--- config.mk ---
export PLATFORM = sky130hd
export DESIGN_NAME = irq_line_router
export DESIGN_NICKNAME = d
export VERILOG_FILES = /design/src/rtl/irq_rtr_pkg.sv /design/src/rtl/rtr_cfg_store.sv /design/src/rtl/rtr_pin_map.sv /design/src/rtl/rtr_line_or.sv /design/src/rtl/irq_line_router.sv
export SDC_FILE = /design/constraint.sdc
export NUM_CORES = 1
export LEC_CHECK = 0
export BUFFER_PORTS_ARGS = -buffer_cell sky130_fd_sc_hd__buf_2
export CORE_AREA = 2 2 93 95
export DETAILED_ROUTE_END_ITERATION = 6
export DIE_AREA = 0 0 95 97
export MAX_ROUTING_LAYER = met4
export PLACE_DENSITY = 0.75
export RECOVER_POWER = 100
export SYNTH_ARGS = -nofsm -noshare
export SYNTH_HDL_FRONTEND = slang
export SYNTH_HIERARCHICAL = 1
export SYNTH_SLANG_ARGS = --single-unit
export TNS_END_PERCENT = 10
--- constraint.sdc ---
create_clock -name clk -period 1.7 [get_ports clk]
set_clock_uncertainty 0.05 [all_clocks]
set_input_delay 0.34 -clock clk [delete_from_list [all_inputs] [get_ports clk]]
set_output_delay 0.34 -clock clk [all_outputs]
set_load 0.1 [all_outputs]
--- src/rtl/irq_rtr_pkg.sv ---
// Shared constants and the code-to-number mapping for the interrupt router.
// Assumes four pins and a 16-line interrupt vector.
package irq_rtr_pkg;
    localparam int PIN_CNT   = 4;
    localparam int NUM_W     = 4;
    localparam int LINE_CNT  = 16;
    localparam int CODE_W    = 4;

    // Map the low three bits of a routing code to an interrupt number; 0 means unrouted.
    function automatic logic [NUM_W-1:0] code_to_num(input logic [2:0] sel);
        case (sel)
            3'd1:    code_to_num = 4'd5;
            3'd2:    code_to_num = 4'd9;
            3'd3:    code_to_num = 4'd10;
            3'd4:    code_to_num = 4'd11;
            3'd5:    code_to_num = 4'd12;
            3'd6:    code_to_num = 4'd14;
            3'd7:    code_to_num = 4'd15;
            default: code_to_num = 4'd0;
        endcase
    endfunction
endpackage

--- src/rtl/rtr_cfg_store.sv ---
// Byte store for the routing window. Flags writes that hit the window and
// reports their parity. Assumes BASE_ADDR is aligned to N_BYTES.
module rtr_cfg_store #(
    parameter int          ADDR_W    = 8,
    parameter int          N_BYTES   = 8,
    parameter logic [7:0]  BASE_ADDR = 8'h88
) (
    input  logic              clk,
    input  logic              rst_n,
    input  logic              we,
    input  logic [ADDR_W-1:0] addr,
    input  logic [7:0]        wdata,
    output logic [7:0]        rdata,
    output logic              wr_hit,
    output logic              wr_odd
);
    localparam int IDX_W = $clog2(N_BYTES);

    logic [7:0]       mem [N_BYTES];
    logic [IDX_W-1:0] idx;
    logic             in_win;

    // Decode the window and the byte index from the offset.
    always_comb begin
        idx    = addr[IDX_W-1:0];
        in_win = (addr[ADDR_W-1:IDX_W] == BASE_ADDR[ADDR_W-1:IDX_W]);
        wr_hit = we && in_win;
        wr_odd = addr[0];
    end

    // Hold the routing bytes; clear them on reset.
    always_ff @(posedge clk) begin
        if (!rst_n) begin
            for (int i = 0; i < N_BYTES; i++) mem[i] <= 8'h00;
        end else if (wr_hit) begin
            mem[idx] <= wdata;
        end
    end

    // Return the selected byte, or zero outside the window.
    always_comb rdata = in_win ? mem[idx] : 8'h00;


    byte_store_chk: assert property (@(posedge clk) disable iff (!rst_n)
        wr_hit |=> (mem[$past(idx)] == $past(wdata)));
endmodule

--- src/rtl/rtr_pin_map.sv ---
// Holds the routing code of each pin. An odd-offset write updates pins 0/1,
// and an even-offset write updates pins 2/3. Turns each code into an interrupt number.
module rtr_pin_map
    import irq_rtr_pkg::*;
#(
    parameter int PINS = PIN_CNT
) (
    input  logic                  clk,
    input  logic                  rst_n,
    input  logic                  wr_hit,
    input  logic                  wr_odd,
    input  logic [7:0]            wdata,
    output logic [PINS*NUM_W-1:0] route_num
);
    logic [CODE_W-1:0] code [PINS];

    // Capture the two codes of each window write into the pin pair chosen by parity.
    always_ff @(posedge clk) begin
        if (!rst_n) begin
            for (int p = 0; p < PINS; p++) code[p] <= '0;
        end else if (wr_hit) begin
            if (wr_odd) begin
                code[0] <= wdata[7:4];
                code[1] <= wdata[3:0];
            end else begin
                code[2] <= wdata[7:4];
                code[3] <= wdata[3:0];
            end
        end
    end

    genvar gp;
    generate
        for (gp = 0; gp < PINS; gp++) begin : g_pin
            // Translate this pin's code to its interrupt number.
            always_comb route_num[gp*NUM_W +: NUM_W] = code_to_num(code[gp][2:0]);


            num_legal_chk: assert property (@(posedge clk) disable iff (!rst_n)
                route_num[gp*NUM_W +: NUM_W] inside {4'd0, 4'd5, 4'd9, 4'd10,
                                                     4'd11, 4'd12, 4'd14, 4'd15});
        end
    endgenerate


    route_hold_chk: assert property (@(posedge clk) disable iff (!rst_n)
        !wr_hit |=> $stable(route_num));


    odd_keeps_cd_chk: assert property (@(posedge clk) disable iff (!rst_n)
        (wr_hit && wr_odd) |=> $stable(route_num[4*NUM_W-1:2*NUM_W]));


    even_keeps_ab_chk: assert property (@(posedge clk) disable iff (!rst_n)
        (wr_hit && !wr_odd) |=> $stable(route_num[2*NUM_W-1:0]));
endmodule

--- src/rtl/rtr_line_or.sv ---
// Builds the interrupt vector. Each line is the OR of the asserted pins routed to it.
// Number 0 marks an unrouted pin and never drives a line.
module rtr_line_or
    import irq_rtr_pkg::*;
#(
    parameter int PINS  = PIN_CNT,
    parameter int LINES = LINE_CNT
) (
    input  logic                  clk,
    input  logic                  rst_n,
    input  logic [PINS-1:0]       req,
    input  logic [PINS*NUM_W-1:0] route_num,
    output logic [LINES-1:0]      lines
);
    genvar gl;
    generate
        for (gl = 1; gl < LINES; gl++) begin : g_line
            // Gather every asserted pin whose route names this line.
            always_comb begin
                lines[gl] = 1'b0;
                for (int p = 0; p < PINS; p++)
                    if (req[p] && (route_num[p*NUM_W +: NUM_W] == NUM_W'(gl)))
                        lines[gl] = 1'b1;
            end
        end
    endgenerate

    // Line 0 is the unrouted marker and is never driven.
    always_comb lines[0] = 1'b0;


    quiet_lines_chk: assert property (@(posedge clk) disable iff (!rst_n)
        (req == '0) |-> (lines == '0));


    line_count_chk: assert property (@(posedge clk) disable iff (!rst_n)
        $countones(lines) <= $countones(req));
endmodule

--- src/rtl/irq_line_router.sv ---
// Top level of the PCI interrupt line router. It joins the byte store, the pin
// code map and the line OR stage. Requests are active high and level sensitive.
module irq_line_router
    import irq_rtr_pkg::*;
#(
    parameter logic [7:0] BASE_ADDR = 8'h88
) (
    input  logic        clk,
    input  logic        rst_n,
    input  logic        cfg_we,
    input  logic [7:0]  cfg_addr,
    input  logic [7:0]  cfg_wdata,
    output logic [7:0]  cfg_rdata,
    input  logic [3:0]  int_req,
    output logic [15:0] irq_out,
    output logic [15:0] route_irq
);
    logic wr_hit;
    logic wr_odd;

    rtr_cfg_store #(.ADDR_W(8), .N_BYTES(8), .BASE_ADDR(BASE_ADDR)) u_store (
        .clk(clk), .rst_n(rst_n), .we(cfg_we), .addr(cfg_addr),
        .wdata(cfg_wdata), .rdata(cfg_rdata), .wr_hit(wr_hit), .wr_odd(wr_odd)
    );

    rtr_pin_map #(.PINS(PIN_CNT)) u_map (
        .clk(clk), .rst_n(rst_n), .wr_hit(wr_hit), .wr_odd(wr_odd),
        .wdata(cfg_wdata), .route_num(route_irq)
    );

    rtr_line_or #(.PINS(PIN_CNT), .LINES(LINE_CNT)) u_or (
        .clk(clk), .rst_n(rst_n), .req(int_req), .route_num(route_irq),
        .lines(irq_out)
    );


    reset_clear_chk: assert property (@(posedge clk)
        !rst_n |=> (route_irq == 16'h0000));
endmodule

==> results.yml, run 1 <==
run_status:
  status: "complete, but fails checks"
  violations: "setup timing"
grt:
  gr-total-overflow: 0
  grt_max_degree: 34
  grt_use_total_pct: 29.5
  antenna_found_initial: 0
  grt_pass1_vias: 3620
  grt_pass1_wl_microns: 19600
logic_synthesis:
  synth_most_common_cell: "nor2_1"
  ys_ff_latch: 76
  synth_flop_cell: "edfxtp_1"
  avgSynthCellArea_sq_um: 11.4
  synth_top_area_share_pct: 55.1
  synthesis.area_sq_um: 4140
  synth-seq-area-share_pct: 55.1
  syn_nets: 385
  synthTopCellsByArea: "edfxtp_1 (55%), nor2_1 (7.3%), mux2i_1 (4.1%), mux4_2 (3.8%), mux2_2 (2.4%)"
  synth_edf_count: 76
  yosysTopAreaCell: "edfxtp_1"
  synth_common_cells: "nor2_1 (80), edfxtp_1 (76), nand2_1 (27)"
  postSynth.asyncResetShare_pct: 0
  synth_cells: 362
  yosysUniqueCellTypes: 43
  yosys_warnings: 6
critical_path:
  cpMostUsedCell: "buf_6"
  arrival_ns: 2.28
  crit_chain: "buf_6 -> mux2_4 -> buf_6 -> nand3b_1 -> o22ai_1 -> a221o_2 -> buf_12"
  critPathMaxFanout: 4
  required_ns: 1.31
  path_class: "reg2out"
  cp-start-kind: "flip-flop"
  cp_slowest_cell: "edfxtp_1"
  max_stage_delay_ns: 0.41
  endpoint_kind: "output pin"
cells_and_area:
  layout-drive-gt1-share_pct: 46.0
  area_growth_pct: 51.0
  postLayoutCoreUtil_pct: 76.9
  nNetsFinal: 510
  fin_area_sq_um: 6250
  diodes: 0
die:
  core_sq_um: 8130
  die_h_microns: 97
  die-area_sq_um: 9220
  dieWidth_microns: 95
  ioPinCount: 63
  start_util_pct: 50.9
  num_rows: 33
cts:
  h-tree-depth: 3
  cts_tree: "built"
  root_buffer: "clkbuf_8"
  holdBufCountCts: 0
  clkSinkCount: 76
  cts_buffers: 9
  clk_pin_slew_ns: 0.07
  clockBufferDepth: 2
placement:
  place_congestion: 0.964
  place_area_sq_um: 5800
  port_buffers: 61
  dp_slack_ns: -0.580
  dp_hpwl_microns: 9050
detailed_routing:
  wl_per_cell_microns: 21.3
  drt_iter0_markers: 407
  routed_wl_microns: 12700
  ant_nets: 0
  first_pass_iters: 5
  vias_per_cell: 6.07
  vias: 3615
  post-route-drc-count: 0
min_path:
  min_path_type: "in2reg"
  hold_depth: 2
timing:
  min_period_ns: 2.67
  max_freq_ghz: 0.375
  setup_viol: 145
  rsz0062_at_grt: "yes"
  slew_violations: 0
  setup_tns_ns: -29.60
  worstMarginPinSlew_ns: 0.504
  worst_slack_ns: -0.967
  max_slew_margin_pct: 66.3
  final.period_utilization_pct: 157
  finalHoldViolCount: 0
power_and_ir_drop:
  p_leak_nw: 2.37
  power_density_nw_per_um2: 866
  ir_worst_vdd_uv: 835
flow_run:
  cap_viol_max_count: 0
-- final timing paths --
kind | from | end | slack [ns]
max | u_map/code[1][1]$_SDFFCE_PN0P_ | irq_out[9] | -0.97
min | cfg_wdata[2] | u_map/code[3][2]$_SDFFCE_PN0P_ | 0.26
-- area by class of cell --
class / instances / area (sq um)
sequential: 76 / 2280
inverter: 4 / 15.0
timing repair buffer: 135 / 1530
clock buffer: 9 / 124
fill: 438 / 1880
clock inverter: 6 / 63.8
tap: 105 / 131
multi-input combinational: 261 / 2100
-- per-stage QoR --
step                cells  power (mW)  hold slack [ns]
global route          596        5.58            0.259
finish                596        5.41            0.259
global placement      579        3.94            0.617
CTS                   596        5.39            0.253
detailed placement    579        3.98            0.616
floorplan             362        3.31            0.488
-- timing repair --
action / 4_1_cts / 5_1_grt
endpoints found under the hold margin: 0 / 0
buffers inserted: 2 / 0
setup endpoints to repair: 42 / 39
pin swaps: 12 / 9
resized for setup: 60 / 11
-- report_power, final --
part	switching, mW	internal, mW
registers	0.0518	2.15
logic	1.12	0.739
clock network	0.679	0.669
-- critical path, delay by kind of cell (launching register included) --
family	cells	cell delay (ns)
compound gates	2	0.48
buf+inv	3	0.44
flops	1	0.41
mux	1	0.31
simple gates	1	0.29
-- logic make-up (layout without fill, tap and decap cells) --
family,after synthesis,after routing,synth area share [%]
simple gates,178,178,21.5
flops,76,76,55.1
compound gates,41,41,7.89
mux,33,33,10.4
buf+inv,25,154,3.38
xor+xnor,8,8,1.69
other cells,1,1,0.0906
-- flip-flops by register name, indices dropped and copies added, names as in the netlist --
name,count
u_map/code,12
u_store/mem,64
-- layer usage --
metal	routed length, microns	GRT usage [%]
met1	4720	37.7
met2	6530	48.4
met3	1150	5.53
met4	303	7.58
met5	0	-
-- placed cells by master, fill, tap and decap left out, types with 7 or more instances in the layout --
cell and instances:
nor2_1 80, edfxtp_1 76, buf_4 53, buf_12 37
nand2_1 25, buf_2 20, buf_6 18, mux2i_1 16
clkbuf_8 9, and2_1 8, o221ai_4 8, and3_2 7
a221o_2 7, mux4_2 7
No activity file was read; power rests on OpenSTA's default activity.
==> run 2, diff against run 1 <==
--- a/config.mk
+++ b/config.mk
@@ -9,6 +9,7 @@
 export CORE_AREA = 2 2 93 95
 export DETAILED_ROUTE_END_ITERATION = 6
 export DIE_AREA = 0 0 95 97
+export GPL_TIMING_DRIVEN = 0
 export MAX_ROUTING_LAYER = met4
 export PLACE_DENSITY = 0.75
 export RECOVER_POWER = 100
==> results.yml, run 2 (synthesized netlist as in run 1, its figures left out) <==
detailed_routing:
  vias: 3327
  first_pass_iters: 5
  drt_iter0_markers: 240
  wl_per_cell_microns: 20.5
  vias_per_cell: 6.02
  ant_nets: 0
  routed_wl_microns: 11300
  post-route-drc-count: 0
cts:
  cts_buffers: 9
  clkSinkCount: 76
  root_buffer: "clkbuf_8"
  clockBufferDepth: 2
  holdBufCountCts: 0
  clk_pin_slew_ns: 0.07
  h-tree-depth: 3
  cts_tree: "built"
run_status:
  violations: "setup timing"
  status: "complete, but fails checks"
grt:
  grt_max_degree: 14
  grt_use_total_pct: 25.6
  gr-total-overflow: 0
  grt_pass1_wl_microns: 17000
  antenna_found_initial: 0
  grt_pass1_vias: 3239
cells_and_area:
  area_growth_pct: 36.9
  final_cell_mix: "nor2_1 (80), edfxtp_1 (76), buf_2 (25), nand2_1 (20), buf_12 (19)"
  fillers: 555
  multi_input_area_sq_um: 2150
  diodes: 0
  regMostFlops: "u_store/mem"
  nNetsFinal: 466
  layout-drive-gt1-share_pct: 42.0
  mostFrequentLayoutCell: "nor2_1"
  reg.largest.list: "u_store/mem (64), u_map/code (12)"
  largest_register_ffs: 64
  regArea_sq_um: 2280
  fin_area_sq_um: 5670
die:
  num_rows: 33
  die_h_microns: 97
  dieWidth_microns: 95
  core_sq_um: 8130
  die-area_sq_um: 9220
  start_util_pct: 50.9
  ioPinCount: 63
power_and_ir_drop:
  p_leak_nw: 2.06
  power_density_nw_per_um2: 882
  power_frac_comb_pct: 32.5
  ir_worst_vdd_uv: 696
  sw_frac_of_total_pct: 35.4
  clock_power_share_pct: 23.6
  p_switching_mw: 1.77
  sequentialPowerShare_pct: 43.9
  cell_internal_pwr_mw: 3.23
timing:
  max_freq_ghz: 0.394
  slew_violations: 0
  max_slew_margin_pct: 54.0
  finalHoldViolCount: 0
  rsz0062_at_grt: "yes"
  worstMarginPinSlew_ns: 0.691
  setup_viol: 153
  min_period_ns: 2.54
  final.period_utilization_pct: 149
  worst_slack_ns: -0.841
min_path:
  hold_depth: 2
  hold_path.startpoint: "cfg_wdata[0]"
  min_to: "u_map/code[3][0]$_SDFFCE_PN0P_"
  min_path_type: "in2reg"
critical_path:
  endpoint_kind: "output pin"
  cp-start-kind: "flip-flop"
  path_class: "reg2out"
  arrival_ns: 2.15
  required_ns: 1.31
  critPathMaxFanout: 5
flow_run:
  cap_viol_max_count: 0
placement:
  place_area_sq_um: 4840
  port_buffers: 61
  dp_slack_ns: -0.782
  place_congestion: 0.904
  dp_hpwl_microns: 7490
-- run 2: cell types whose count changed in the layout (fill, tap and decap cells not counted), moves of 3 or more --
cell,delta
buf_12,-18
buf_2,+5
and2_1,-5
clkbuf_2,+3
buf_4,-37
nand2_4,+3
nand2_1,-5
and2_0,+4
clkbuf_1,+5
-- run 2: critical path, cell delays in order, from the launching register on --
cell and delay (ns):
edfxtp_1 0.45, or2_2 0.39, nand3b_1 0.26, o32ai_1 0.32, a221o_2 0.20, buf_12 0.17
-- run 2: worst max-delay path by stage --
stage                                              start           to  slack (ns)  cells after the start
after global routing      u_map/code[0][2]$_SDFFCE_PN0P_   irq_out[4]       -0.89                      5
final                     u_map/code[0][2]$_SDFFCE_PN0P_   irq_out[4]       -0.84                      5
after CTS                 u_map/code[0][1]$_SDFFCE_PN0P_  irq_out[10]       -0.81                      7
after floorplan           u_map/code[1][0]$_SDFFCE_PN0P_  irq_out[10]       -0.94                      5
after detailed placement  u_map/code[1][2]$_SDFFCE_PN0P_   irq_out[1]       -0.78                      4
after global placement    u_map/code[1][2]$_SDFFCE_PN0P_   irq_out[1]       -0.74                      4
-- run 2: cell type report --
class	count	share of cell area, %
clock buffer	10	2.25
timing repair buffer	70	13.5
sequential	76	40.3
multi-input combinational	261	37.9
clock inverter	6	0.706
tap	105	2.32
inverter	4	0.265
buffer	21	2.74
-- run 2: metrics by stage --
stage	TNS [ns]	hold slack, ns	power (mW)	util, %	instances
after detailed placement	-49.17	0.620	3.55	59.6	528
after global routing	-50.24	0.259	5.17	69.7	553
after CTS	-26.15	0.256	4.89	66.6	553
final	-40.59	0.273	5.00	69.7	553
after floorplan	-21.82	0.488	3.31	-	362
after global placement	-45.33	0.610	3.53	59.6	528
-- run 2: metal layers --
layer,part of all wire [%],track usage [%],vias up
met5,0,-,-
met4,2.8,9.14,0
li1,-,-,1503
met2,50,39.7,187
met1,39,33.5,1605
met3,8.1,5.53,32
-- run 2: power by group through the flow --
stage | logic [mW] | registers, mW | clock network (mW)
3_3_place_gp | 1.29 | 2.23 | 0
6_report | 1.63 | 2.20 | 1.18
2_1_floorplan | 1.09 | 2.22 | 0
3_5_place_dp | 1.31 | 2.24 | 0
5_1_grt | 1.68 | 2.20 | 1.28
4_1_cts | 1.50 | 2.20 | 1.19
-- run 2: timing repair --
| item | CTS | global route |
|---|---|---|
| resized for setup | 89 | 103 |
| cloned | 1 | 0 |
| endpoints found under the setup margin | 101 | 109 |
| pin swaps | 9 | 9 |
| setup buffers | 8 | 0 |
==> run 3, diff against run 2 <==
--- a/config.mk
+++ b/config.mk
@@ -6,12 +6,11 @@
 export NUM_CORES = 1
 export LEC_CHECK = 0
 export BUFFER_PORTS_ARGS = -buffer_cell sky130_fd_sc_hd__buf_2
-export CORE_AREA = 2 2 93 95
+export CORE_AREA = 2 2 112 114
 export DETAILED_ROUTE_END_ITERATION = 6
-export DIE_AREA = 0 0 95 97
+export DIE_AREA = 0 0 114 116
 export GPL_TIMING_DRIVEN = 0
 export MAX_ROUTING_LAYER = met4
-export PLACE_DENSITY = 0.75
 export RECOVER_POWER = 100
 export SYNTH_ARGS = -nofsm -noshare
 export SYNTH_HDL_FRONTEND = slang
==> constraint.sdc (replaced) <==
create_clock -name clk -period 1.7 [get_ports clk]
set_clock_uncertainty 0.05 [all_clocks]
set_input_delay 0.085 -clock clk [delete_from_list [all_inputs] [get_ports clk]]
set_output_delay 0.085 -clock clk [all_outputs]
set_load 0.1 [all_outputs]
==> results.yml, run 3 (synthesized netlist as in run 1, its figures left out) <==
cts:
  cts_buffers: 9
  clkSinkCount: 76
  h-tree-depth: 3
  clockBufferDepth: 2
  clk_pin_slew_ns: 0.05
  root_buffer: "clkbuf_16"
  cts_tree: "built"
critical_path:
  cp-start-kind: "flip-flop"
  max_stage_delay_ns: 0.43
  critPathMaxFanout: 5
  arrival_ns: 2.12
  required_ns: 1.56
  endpoint: "irq_out[3]"
  cp_slowest_cell: "edfxtp_1"
  path_class: "reg2out"
  endpoint_kind: "output pin"
  critPathBufInv: 1
  crit_family: "flip-flops"
  crit_cells: 5
  crit_start: "u_map/code[0][1]$_SDFFCE_PN0P_"
  crit_chain: "mux2_2 -> nor3b_2 -> a32oi_1 -> o221ai_4 -> buf_12"
placement:
  port_buffers: 61
  place_area_sq_um: 4890
  dp_slack_ns: -0.518
  dp_hpwl_microns: 8060
  dp.cells: 570
  place_congestion: 0.854
cells_and_area:
  area_growth_pct: 38.1
  reg.largest.list: "u_store/mem (64), u_map/code (12)"
  instances_no_fill: 600
  nNetsFinal: 471
  mostFrequentLayoutCell: "nor2_1"
  fillers: 1086
  final_cell_mix: "nor2_1 (80), edfxtp_1 (76), buf_2 (27), buf_4 (21), nand2_1 (21)"
  postLayoutCoreUtil_pct: 48.0
  largest_register_ffs: 64
  layout-drive-gt1-share_pct: 41.1
  diodes: 0
  fin_area_sq_um: 5720
  regMostFlops: "u_store/mem"
grt:
  grt_use_total_pct: 18.0
  grt_max_degree: 14
  grt_pass1_wl_microns: 17500
  antenna_found_initial: 0
  grt_pass1_vias: 3254
  gr-total-overflow: 0
timing:
  final.period_utilization_pct: 133
  setup_viol: 93
  finalHoldViolCount: 0
  min_period_ns: 2.25
  max_slew_margin_pct: 42.2
  slew_violations: 0
  rsz0062_at_grt: "yes"
  max_freq_ghz: 0.444
  worstMarginPinSlew_ns: 0.858
  worst_slack_ns: -0.554
  setup_tns_ns: -11.52
die:
  core_sq_um: 11900
  dieWidth_microns: 114
  die_h_microns: 116
  start_util_pct: 34.8
  num_rows: 40
  ioPinCount: 63
  die-area_sq_um: 13200
detailed_routing:
  post-route-drc-count: 0
  vias_per_cell: 5.44
  first_pass_iters: 5
  vias: 3262
  drt_iter0_markers: 203
  wl_per_cell_microns: 18.5
  routed_wl_microns: 11100
  ant_nets: 0
power_and_ir_drop:
  sw_frac_of_total_pct: 32.5
  power_density_nw_per_um2: 986
  p_leak_nw: 2.08
  sequentialPowerShare_pct: 39.0
  ir_worst_vdd_uv: 736
  cell_internal_pwr_mw: 3.80
  power_frac_comb_pct: 27.9
  p_switching_mw: 1.83
  clock_power_share_pct: 33.1
run_status:
  status: "complete, but fails checks"
  violations: "setup timing"
flow_run:
  cap_viol_max_count: 0
min_path:
  min_path_type: "in2reg"
-- run 3: changes by cell type in the layout (fill, tap and decap cells not counted), moves of 3 or more --
cell,delta
buf_12,-6
buf_4,+5
clkbuf_16,+9
clkbuf_2,+4
clkbuf_8,-9
mux2_2,+4
mux2_4,-4
nor2b_2,-3
-- run 3: cell type report --
cell class	instances	area, sq um	share of cell area [%]
sequential	76	2280	39.9
multi-input combinational	261	2100	36.8
timing repair buffer	75	709	12.4
clock buffer	10	229	4.01
tap	147	184	3.22
buffer	21	130	2.28
clock inverter	6	65.1	1.14
inverter	4	15.0	0.263
-- run 3: timing repair --
action	4_1_cts	5_1_grt
setup buffers	11	2
gates cloned	1	0
pin swaps	10	3
setup endpoints to repair	29	72
hold buffers	0	0
gates resized for setup	95	28
-- run 3: worst min-delay path by stage --
stage,startpoint,endpoint,slack (ns),cells after the start
floorplan,cfg_wdata[4],u_map/code[2][0]$_SDFFCE_PN0P_,0.23,1
global placement,cfg_wdata[6],u_map/code[2][2]$_SDFFCE_PN0P_,0.38,2
detailed placement,cfg_wdata[5],u_map/code[2][1]$_SDFFCE_PN0P_,0.37,2
CTS,cfg_wdata[5],u_map/code[2][1]$_SDFFCE_PN0P_,0.03,2
global route,cfg_wdata[4],u_map/code[2][0]$_SDFFCE_PN0P_,0.05,2
finish,cfg_wdata[5],u_map/code[2][1]$_SDFFCE_PN0P_,0.04,2
-- run 3: power groups by stage --
| stage | clock, mW | sequential [mW] | combinational, mW |
|---|---|---|---|
| 2_1_floorplan | 0 | 2.22 | 1.08 |
| 3_3_place_gp | 0 | 2.24 | 1.31 |
| 3_5_place_dp | 0 | 2.24 | 1.31 |
| 4_1_cts | 1.88 | 2.20 | 1.51 |
| 5_1_grt | 1.97 | 2.21 | 1.63 |
| 6_report | 1.87 | 2.20 | 1.57 |
-- run 3: through the flow --
stage               power [mW]  hold WS [ns]
finish                    5.64        0.0383
global route              5.81        0.0521
CTS                       5.60        0.0324
detailed placement        3.55         0.375
global placement          3.54         0.376
floorplan                 3.31         0.233
-- run 3: metal layers --
| layer | wire [microns] | share of wire (%) | GRT usage, % | vias up |
|---|---|---|---|---|
| met4 | 241 | 2.2 | 6.83 | 0 |
| li1 | - | - | - | 1523 |
| met3 | 549 | 4.9 | 2.77 | 23 |
| met5 | 0 | 0 | - | - |
| met2 | 5390 | 49 | 28.5 | 100 |
| met1 | 4920 | 44 | 23.6 | 1616 |
